==> config.mk <==
export PLATFORM = sky130hd
export DESIGN_NAME = i2c_mode_ctrl
export DESIGN_NICKNAME = d
export VERILOG_FILES = /design/src/rtl/i2c_mcr_pkg.sv /design/src/rtl/mcr_sticky_bit.sv /design/src/rtl/mcr_ack_unit.sv /design/src/rtl/i2c_mode_ctrl.sv
export SDC_FILE = /design/constraint.sdc
export NUM_CORES = 1
export LEC_CHECK = 0
export BUFFER_PORTS_ARGS = -buffer_cell sky130_fd_sc_hd__buf_2
export CAP_MARGIN = 20
export CORE_UTILIZATION = 36
export CTS_CLUSTER_DIAMETER = 100
export DETAILED_ROUTE_END_ITERATION = 10
export GPL_TIMING_DRIVEN = 1
export PLACE_DENSITY_LB_ADDON = 0.2
export SLEW_MARGIN = 10
export SYNTH_ARGS = -nofsm -noshare
export SYNTH_HDL_FRONTEND = slang
export SYNTH_SLANG_ARGS = --single-unit
==> constraint.sdc <==
create_clock -name clk -period 1.1 [get_ports clk]
set_input_delay 0.055 -clock clk [delete_from_list [all_inputs] [get_ports clk]]
set_output_delay 0.055 -clock clk [all_outputs]
set_load 0.02 [all_outputs]
==> src/rtl/i2c_mcr_pkg.sv <==
package i2c_mcr_pkg;
    localparam int unsigned REG_W      = 8;
    localparam int unsigned POS_MASTER = 5;
    localparam int unsigned POS_XMIT   = 4;
    localparam int unsigned POS_ACKCHK = 3;
    localparam int unsigned POS_NACK   = 1;
    localparam int unsigned NCELL      = 2;

    // state of one hardware-lockable bit
    typedef struct packed {
        logic val;
        logic lock;   // hardware changed the bit, undo not yet permitted
        logic armed;  // a read observed the locked value
    } cell_t;

    typedef struct packed {
        logic en;
        logic flag;
        logic halt;
    } ack_t;
endpackage

==> src/rtl/mcr_sticky_bit.sv <==
module mcr_sticky_bit
    import i2c_mcr_pkg::*;
#(
    parameter logic RST_VAL = 1'b0
) (
    input  logic clk,
    input  logic rst_n,
    input  logic hw_evt,
    input  logic hw_val,
    input  logic sw_wr,
    input  logic sw_val,
    input  logic sw_rd,
    output logic bit_o
);
    cell_t st_d, st_q;
    logic  undo_ok;

    always_comb begin
        st_d    = st_q;
        undo_ok = sw_wr && (sw_val != st_q.val) && (!st_q.lock || st_q.armed);
        if (hw_evt) begin
            st_d.val   = hw_val;
            st_d.lock  = 1'b1;
            st_d.armed = 1'b0;
        end else if (undo_ok) begin
            st_d.val   = sw_val;
            st_d.lock  = 1'b0;
            st_d.armed = 1'b0;
        end else if (sw_rd && st_q.lock) begin
            st_d.armed = 1'b1;
        end
    end

    always_ff @(posedge clk or negedge rst_n) begin
        if (!rst_n) begin
            st_q <= '{val: RST_VAL, lock: 1'b0, armed: 1'b0};
        end else begin
            st_q <= st_d;
        end
    end

    assign bit_o = st_q.val;
endmodule

==> src/rtl/mcr_ack_unit.sv <==
module mcr_ack_unit
    import i2c_mcr_pkg::*;
(
    input  logic clk,
    input  logic rst_n,
    input  logic en_wr,
    input  logic en_val,
    input  logic ack_sample,
    input  logic rx_ack,
    output logic en_o,
    output logic flag_o,
    output logic halt_o
);
    ack_t ak_d, ak_q;

    always_comb begin
        ak_d      = ak_q;
        ak_d.halt = 1'b0;
        if (en_wr) begin
            ak_d.en = en_val;
        end
        if (ack_sample && ak_q.en) begin
            ak_d.flag = rx_ack;
            ak_d.halt = rx_ack;
        end
        if (en_wr && !en_val) begin
            ak_d.flag = 1'b0;
        end
    end

    always_ff @(posedge clk or negedge rst_n) begin
        if (!rst_n) begin
            ak_q <= '0;
        end else begin
            ak_q <= ak_d;
        end
    end

    assign en_o   = ak_q.en;
    assign flag_o = ak_q.flag;
    assign halt_o = ak_q.halt;
endmodule

==> src/rtl/i2c_mode_ctrl.sv <==
module i2c_mode_ctrl
    import i2c_mcr_pkg::*;
(
    input  logic             clk,
    input  logic             rst_n,
    input  logic             reg_sel,
    input  logic             reg_wr,
    input  logic             reg_rd,
    input  logic [REG_W-1:0] reg_wdata,
    output logic [REG_W-1:0] reg_rdata,
    input  logic             arb_lost,
    input  logic             slv_match,
    input  logic             rx_rw,
    input  logic             ack_sample,
    input  logic             rx_ack,
    output logic             is_master,
    output logic             is_tx,
    output logic             ack_flag,
    output logic             halt_req
);
    localparam int unsigned CELL_POS [NCELL] = '{POS_MASTER, POS_XMIT};

    logic             acc_wr, acc_rd;
    logic             arb_hit, slv_hit;
    logic [NCELL-1:0] evt, evt_val, cell_bits;
    logic             chk_en;
    logic             unused_wbits;

    always_comb begin
        acc_wr     = reg_sel && reg_wr;
        acc_rd     = reg_sel && reg_rd;
        arb_hit    = arb_lost && is_master;
        slv_hit    = slv_match && rx_rw && !is_master;
        evt[0]     = arb_hit;
        evt_val[0] = 1'b0;
        evt[1]     = arb_hit || slv_hit;
        evt_val[1] = slv_hit;
    end

    for (genvar g = 0; g < NCELL; g++) begin : g_cell
        mcr_sticky_bit #(.RST_VAL(1'b0)) u_bit (
            .clk    (clk),
            .rst_n  (rst_n),
            .hw_evt (evt[g]),
            .hw_val (evt_val[g]),
            .sw_wr  (acc_wr),
            .sw_val (reg_wdata[CELL_POS[g]]),
            .sw_rd  (acc_rd),
            .bit_o  (cell_bits[g])
        );
    end

    mcr_ack_unit u_ack (
        .clk        (clk),
        .rst_n      (rst_n),
        .en_wr      (acc_wr),
        .en_val     (reg_wdata[POS_ACKCHK]),
        .ack_sample (ack_sample),
        .rx_ack     (rx_ack),
        .en_o       (chk_en),
        .flag_o     (ack_flag),
        .halt_o     (halt_req)
    );

    assign is_master    = cell_bits[0];
    assign is_tx        = cell_bits[1];
    assign unused_wbits = ^{reg_wdata[7:6], reg_wdata[2:0]};

    always_comb begin
        reg_rdata = '0;
        if (acc_rd) begin
            reg_rdata[POS_MASTER] = is_master;
            reg_rdata[POS_XMIT]   = is_tx;
            reg_rdata[POS_ACKCHK] = chk_en;
            reg_rdata[POS_NACK]   = ack_flag;
        end
    end
endmodule

; ---- After elaboration in Yosys (flattened, before gate mapping)
; Cells that the tools add are included.
[totals]
register_bits = 9
in_bits = 18
out_inout_bits = 12
elab_cells = 48
[classes]
eq_ne = 2
muxes = 12
n_reduce_logical = 25
[ops]
columns = cell, count
row1 = logical AND 1 bit, 13
row2 = 2-to-1 mux 3 bit, 3
row3 = 2-to-1 mux 1 bit, 6
row4 = 2-to-1 mux 2 bit, 3
row5 = nonzero test 2 bit, 3
row6 = nonzero test 3 bit, 2
row7 = zero test 1 bit, 4
row8 = logical OR 1 bit, 3
row9 = inequality test 1 bit, 2

; ---- Longest topological paths before layout
[logic_depth]
depth_word = 5
ltp_mapped = 3
mapped_depth_nobuf = 3

; ---- Hierarchy
; Synthesis repeated with hierarchy kept, for this count alone.
[hier_totals]
cells_unflattened = 49
hier_area_um2 = 525.5
[modules_own_cells]
columns = mod, instances, cells_per_inst, area_each_um2, seq_area_each_um2
row1 = mcr_sticky_bit, 2, 13, 152.6, 75.1
row2 = mcr_ack_unit, 1, 8, 123.9, 75.1
row3 = i2c_mode_ctrl, 1, 15, 96.3, 0.0

; ---- Worst setup path before layout
; OpenSTA, ideal clock, no wires.
[synth_timing]
path_type = reg-to-reg
start = reg g_cell[1].u_bit.st_q[1] (netlist name)
end = reg g_cell[1].u_bit.st_q (netlist bit g_cell[1].u_bit.bit_o)
setup_ns = 0.086
arrival_time_ns = 1.089
t_required_ns = 1.014
slack_ns = -0.075
stages_incl_launch_ff = 4
n_path_buf = 0
period_less_slack_ns = 1.175
cell_sequence = dfrtp_1 > and2b_2 > or3b_1 > a32oi_1
[synth_via]
elab_chain_cells = 4
[synth_lines]
columns = element, line_no
row1 = start: declaration, mcr_sticky_bit.sv:15  ; cell_t st_d, st_q;
row2 = start signal: assignment, mcr_sticky_bit.sv:36  ; st_q <= '{val: RST_VAL, lock: 1'b0, armed: 1'b0};
row3 = start signal: assignment, mcr_sticky_bit.sv:38  ; st_q <= st_d;
row4 = zero test 1 bit, mcr_sticky_bit.sv:20  ; undo_ok = sw_wr && (sw_val != st_q.val) && (!st_q.lock || st_q.armed);
row5 = logical OR 1 bit, mcr_sticky_bit.sv:20
row6 = logical AND 1 bit, mcr_sticky_bit.sv:20
row7 = nonzero test 2 bit (no line), n/a
; Every way passes these cells.
; A chain may end at the register's enable or synchronous reset.

; ---- Final worst setup path
; Ends and elaborated chain as after synthesis.

==> summary.txt <==
Layout
  • Layout Area Growth over Synthesis: 35.26%
  • Most common cell after layout, fill and taps aside: buf_2
  • Most frequent cells in the layout: buf_2 (20), dfrtp_1 (8), o21ai_0 (5), buf_4 (5)
  • Share of layout cells above drive strength 1: 46.25%
  • Fill cells: 132
  • Nets: 99
  • Antenna Cells: 0

Setup path
  • Reg2reg path depth: 3
  • Slowest cell on the critical path: dfrtp_1
  • Buf/Inv on CP: 0
  • Crit end category: flip-flop
  • CP startpoint kind: flip-flop
  • CP cell instances: and2b_2 -> or3b_1 -> a32oi_1
  • WP depth: 3
  • Delay-heaviest family, CP: simple AND/OR/NAND/NOR gates
  • CP max stage delay: 370 ps
  • Crit Path Max Fanout: 3
  • Arrival time at the worst endpoint: 1380 ps
  • Classification of the worst setup path: reg -> reg
  • Req. time, crit path: 1270 ps

Power
  • Cell Pwr Density: 2098 mW/mm^2
  • Comb pwr share: 44.0%
  • Leakage power: 0.0003549 uW
  • Internal power: 902.6 uW
  • Switching Fraction: 35.97%
  • VDD IR max: 1.040 mV
  • Sequential group share of total power: 38.1%
  • Clock Power Share: 17.8%
  • Sw power: 507.0 uW

Drt
  • DR iter-0 viols: 7
  • Detail Route Antenna Nets: 0
  • Remaining routing DRC violations: 0
  • DRT Pass-1 Iters: 2
  • Routed WL: 1034 um
  • Vias: 464
  • Drt via density: 4.884
  • Routed length per placed instance: 10.88 um

Global route
  • Remaining global-route overflow: 0
  • Overall routing resource usage: 17.13%
  • First-pass GRT wire length: 1718 um
  • Vias in the first global route: 384
  • Initial antenna violation count: 0
  • Largest net degree at the start of global routing: 11

Clock tree
  • Root Buffer: clkbuf_4
  • H-tree Lvls: 1
  • Clock buffer count from CTS: 3
  • CTS tree: yes
  • Sink Count: 9
  • Clock tree buffer depth: 2
  • Clock Latency Late Sink: 250 ps
  • Clock transition at the registers of the reported paths: 60 ps

Worst hold path
  • Worst hold path class: in -> reg
  • Min-Delay Path Depth: 2

Outcome
  • Status: finished with violations
  • Failing checks: setup timing

Yosys
  • Synth Register Bits: 9
  • Sequential fraction of the synthesis area: 45.34%
  • Mapped cell area: 496.7 um^2
  • Unique masters post-synth: 25
  • Mapped Cells: 51
  • Synth warn: 0
  • Syn Area/Cell: 9.740 um^2

STA
  • Highest Clock Rate: 826.5 MHz
  • Final setup vio count: 1
  • Tmin final: 1210 ps
  • RSZ-0062 raised after global routing: yes
  • Layout Skew: 4.093 ps
  • Final worst slack: -110.0 ps
  • Final setup TNS: -110.0 ps
  • Final Cycle Share: 110.0%
  • Final Hold Viols: 0
  • Final Max Slew Viols: 0
  • Hold WS: 26.11 ps

Floorplanning
  • Die height: 39.15 um
  • Die Wd: 39.15 um
  • Initial Utilization: 38.66%
  • Core Area: 0.001285 mm^2
  • FP Rows: 13
  • Ports: 30
  • Die Area: 0.001532 mm^2

Flow run
  • Max Cap Violations: 0

Place
  • Port Buffers: 20
  • GP Congestion: 0.6889
  • Hpwl dp: 764.9 um
-- worst paths after layout --
check	from	endpoint	slack, ps
worst max-delay path	g_cell[1].u_bit.st_q[1]	g_cell[1].u_bit.bit_o	-110
worst min-delay path	arb_lost	g_cell[1].u_bit.bit_o	30
min in group asynchronous	rst_n	g_cell[1].u_bit.bit_o	180
worst max register to register	g_cell[1].u_bit.st_q[1]	g_cell[1].u_bit.bit_o	-110
worst min register to register	g_cell[0].u_bit.bit_o	g_cell[0].u_bit.st_q[0]	530
max in group asynchronous	rst_n	g_cell[0].u_bit.bit_o	720
-- flip-flops by register name (all words and copies together) (netlist names) --
| name | count |
|---|---|
| g_cell.u_bit.bit_o | 2 |
| g_cell.u_bit.st_q | 4 |
| u_ack.en_o | 1 |
| u_ack.flag_o | 1 |
| u_ack.halt_o | 1 |
-- cell families (layout without fill, tap and decap cells) --
logic type | Yosys count | after routing | synth area share, %
simple gates | 18 | 18 | 23.43
compound gates | 14 | 14 | 18.14
flops | 9 | 9 | 45.34
buf+inv | 7 | 33 | 8.312
other cells | 1 | 4 | 0.7549
xor+xnor | 1 | 1 | 1.764
mux | 1 | 1 | 2.267
-- what timing repair did --
action / in CTS / in global routing
buffers inserted: 3 / 0
hold buffers: 1 / 0
pin swaps: 0 / 0
endpoints found under the setup margin: 2 / 4
endpoints found under the hold margin: 9 / 0
resized for setup: 1 / 0
-- layout make-up --
| class | count | area, um^2 | share of cell area, % |
|---|---|---|---|
| Tap cell | 15 | 18.77 | 2.793 |
| Sequential cell | 9 | 226.5 | 33.71 |
| Timing Repair Buffer | 26 | 147.6 | 21.97 |
| Multi-Input combinational cell | 38 | 241.5 | 35.94 |
| Clock buffer | 4 | 26.28 | 3.911 |
| Inverter | 3 | 11.26 | 1.676 |
-- metal layers --
metal / track usage, % / part of all wire [%] / up-vias
met5: 0 / 0 / -
met4: 10.34 / 0.77 / 0
met3: 3.468 / 5.3 / 2
met2: 23.33 / 43 / 13
met1: 24.29 / 51 / 212
li1: - / - / 237
-- cells in the mapped netlist (all sizes together) --
| cell | instances | area (um^2) |
|---|---|---|
| nand2 | 4 | 22.52 |
| nor3 | 2 | 10.01 |
| a32oi | 1 | 8.760 |
| buf | 4 | 30.03 |
| inv | 3 | 11.26 |
| xnor2 | 1 | 8.760 |
| a31oi | 2 | 12.51 |
| and2b | 1 | 8.760 |
| nand3b | 1 | 7.510 |
| nor4b | 1 | 8.760 |
| o31ai | 1 | 7.510 |
| o21ai | 5 | 25.02 |
| nor2b | 1 | 6.260 |
| or3b | 1 | 8.760 |
| a211oi | 1 | 7.510 |
| conb | 1 | 3.750 |
| a21oi | 2 | 10.01 |
| o311a | 1 | 11.26 |
| nor2 | 2 | 7.510 |
| mux2 | 1 | 11.26 |
| dfrtp | 9 | 225.2 |
| and3 | 5 | 36.29 |
| o21bai | 1 | 7.510 |
-- worst reg2reg max path: stages (launching register included) --
cell	delay, ps
dfrtp_1	370
and2b_2	210
or3b_1	360
a32oi_1	190
-- through the flow --
step / std cells / setup slack (ps) / area (um^2) / utilization [%] / power (uW)
finish: 95 / -110.0 / 671.9 / 52.29 / 1410
global route: 95 / -169.9 / 671.9 / 52.29 / 1520
CTS: 95 / -110.4 / 671.9 / 52.29 / 1423
detailed placement: 87 / -90.17 / 611.8 / 47.61 / 1089
global placement: 87 / -59.20 / 611.8 / 47.61 / 1082
floorplan: 54 / -33.18 / 508.0 / - / 902.5
-- power by group through the flow --
| stage | combinational (uW) | sequential [uW] | clock [uW] |
|---|---|---|---|
| 4_1_cts | 626 | 536 | 261 |
| 6_report | 621 | 537 | 251 |
| 5_1_grt | 697 | 553 | 270 |
| 3_5_place_dp | 542 | 548 | 0 |
| 2_1_floorplan | 314 | 589 | 0 |
| 3_3_place_gp | 536 | 546 | 0 |
(Power assumes the default switching activity.)
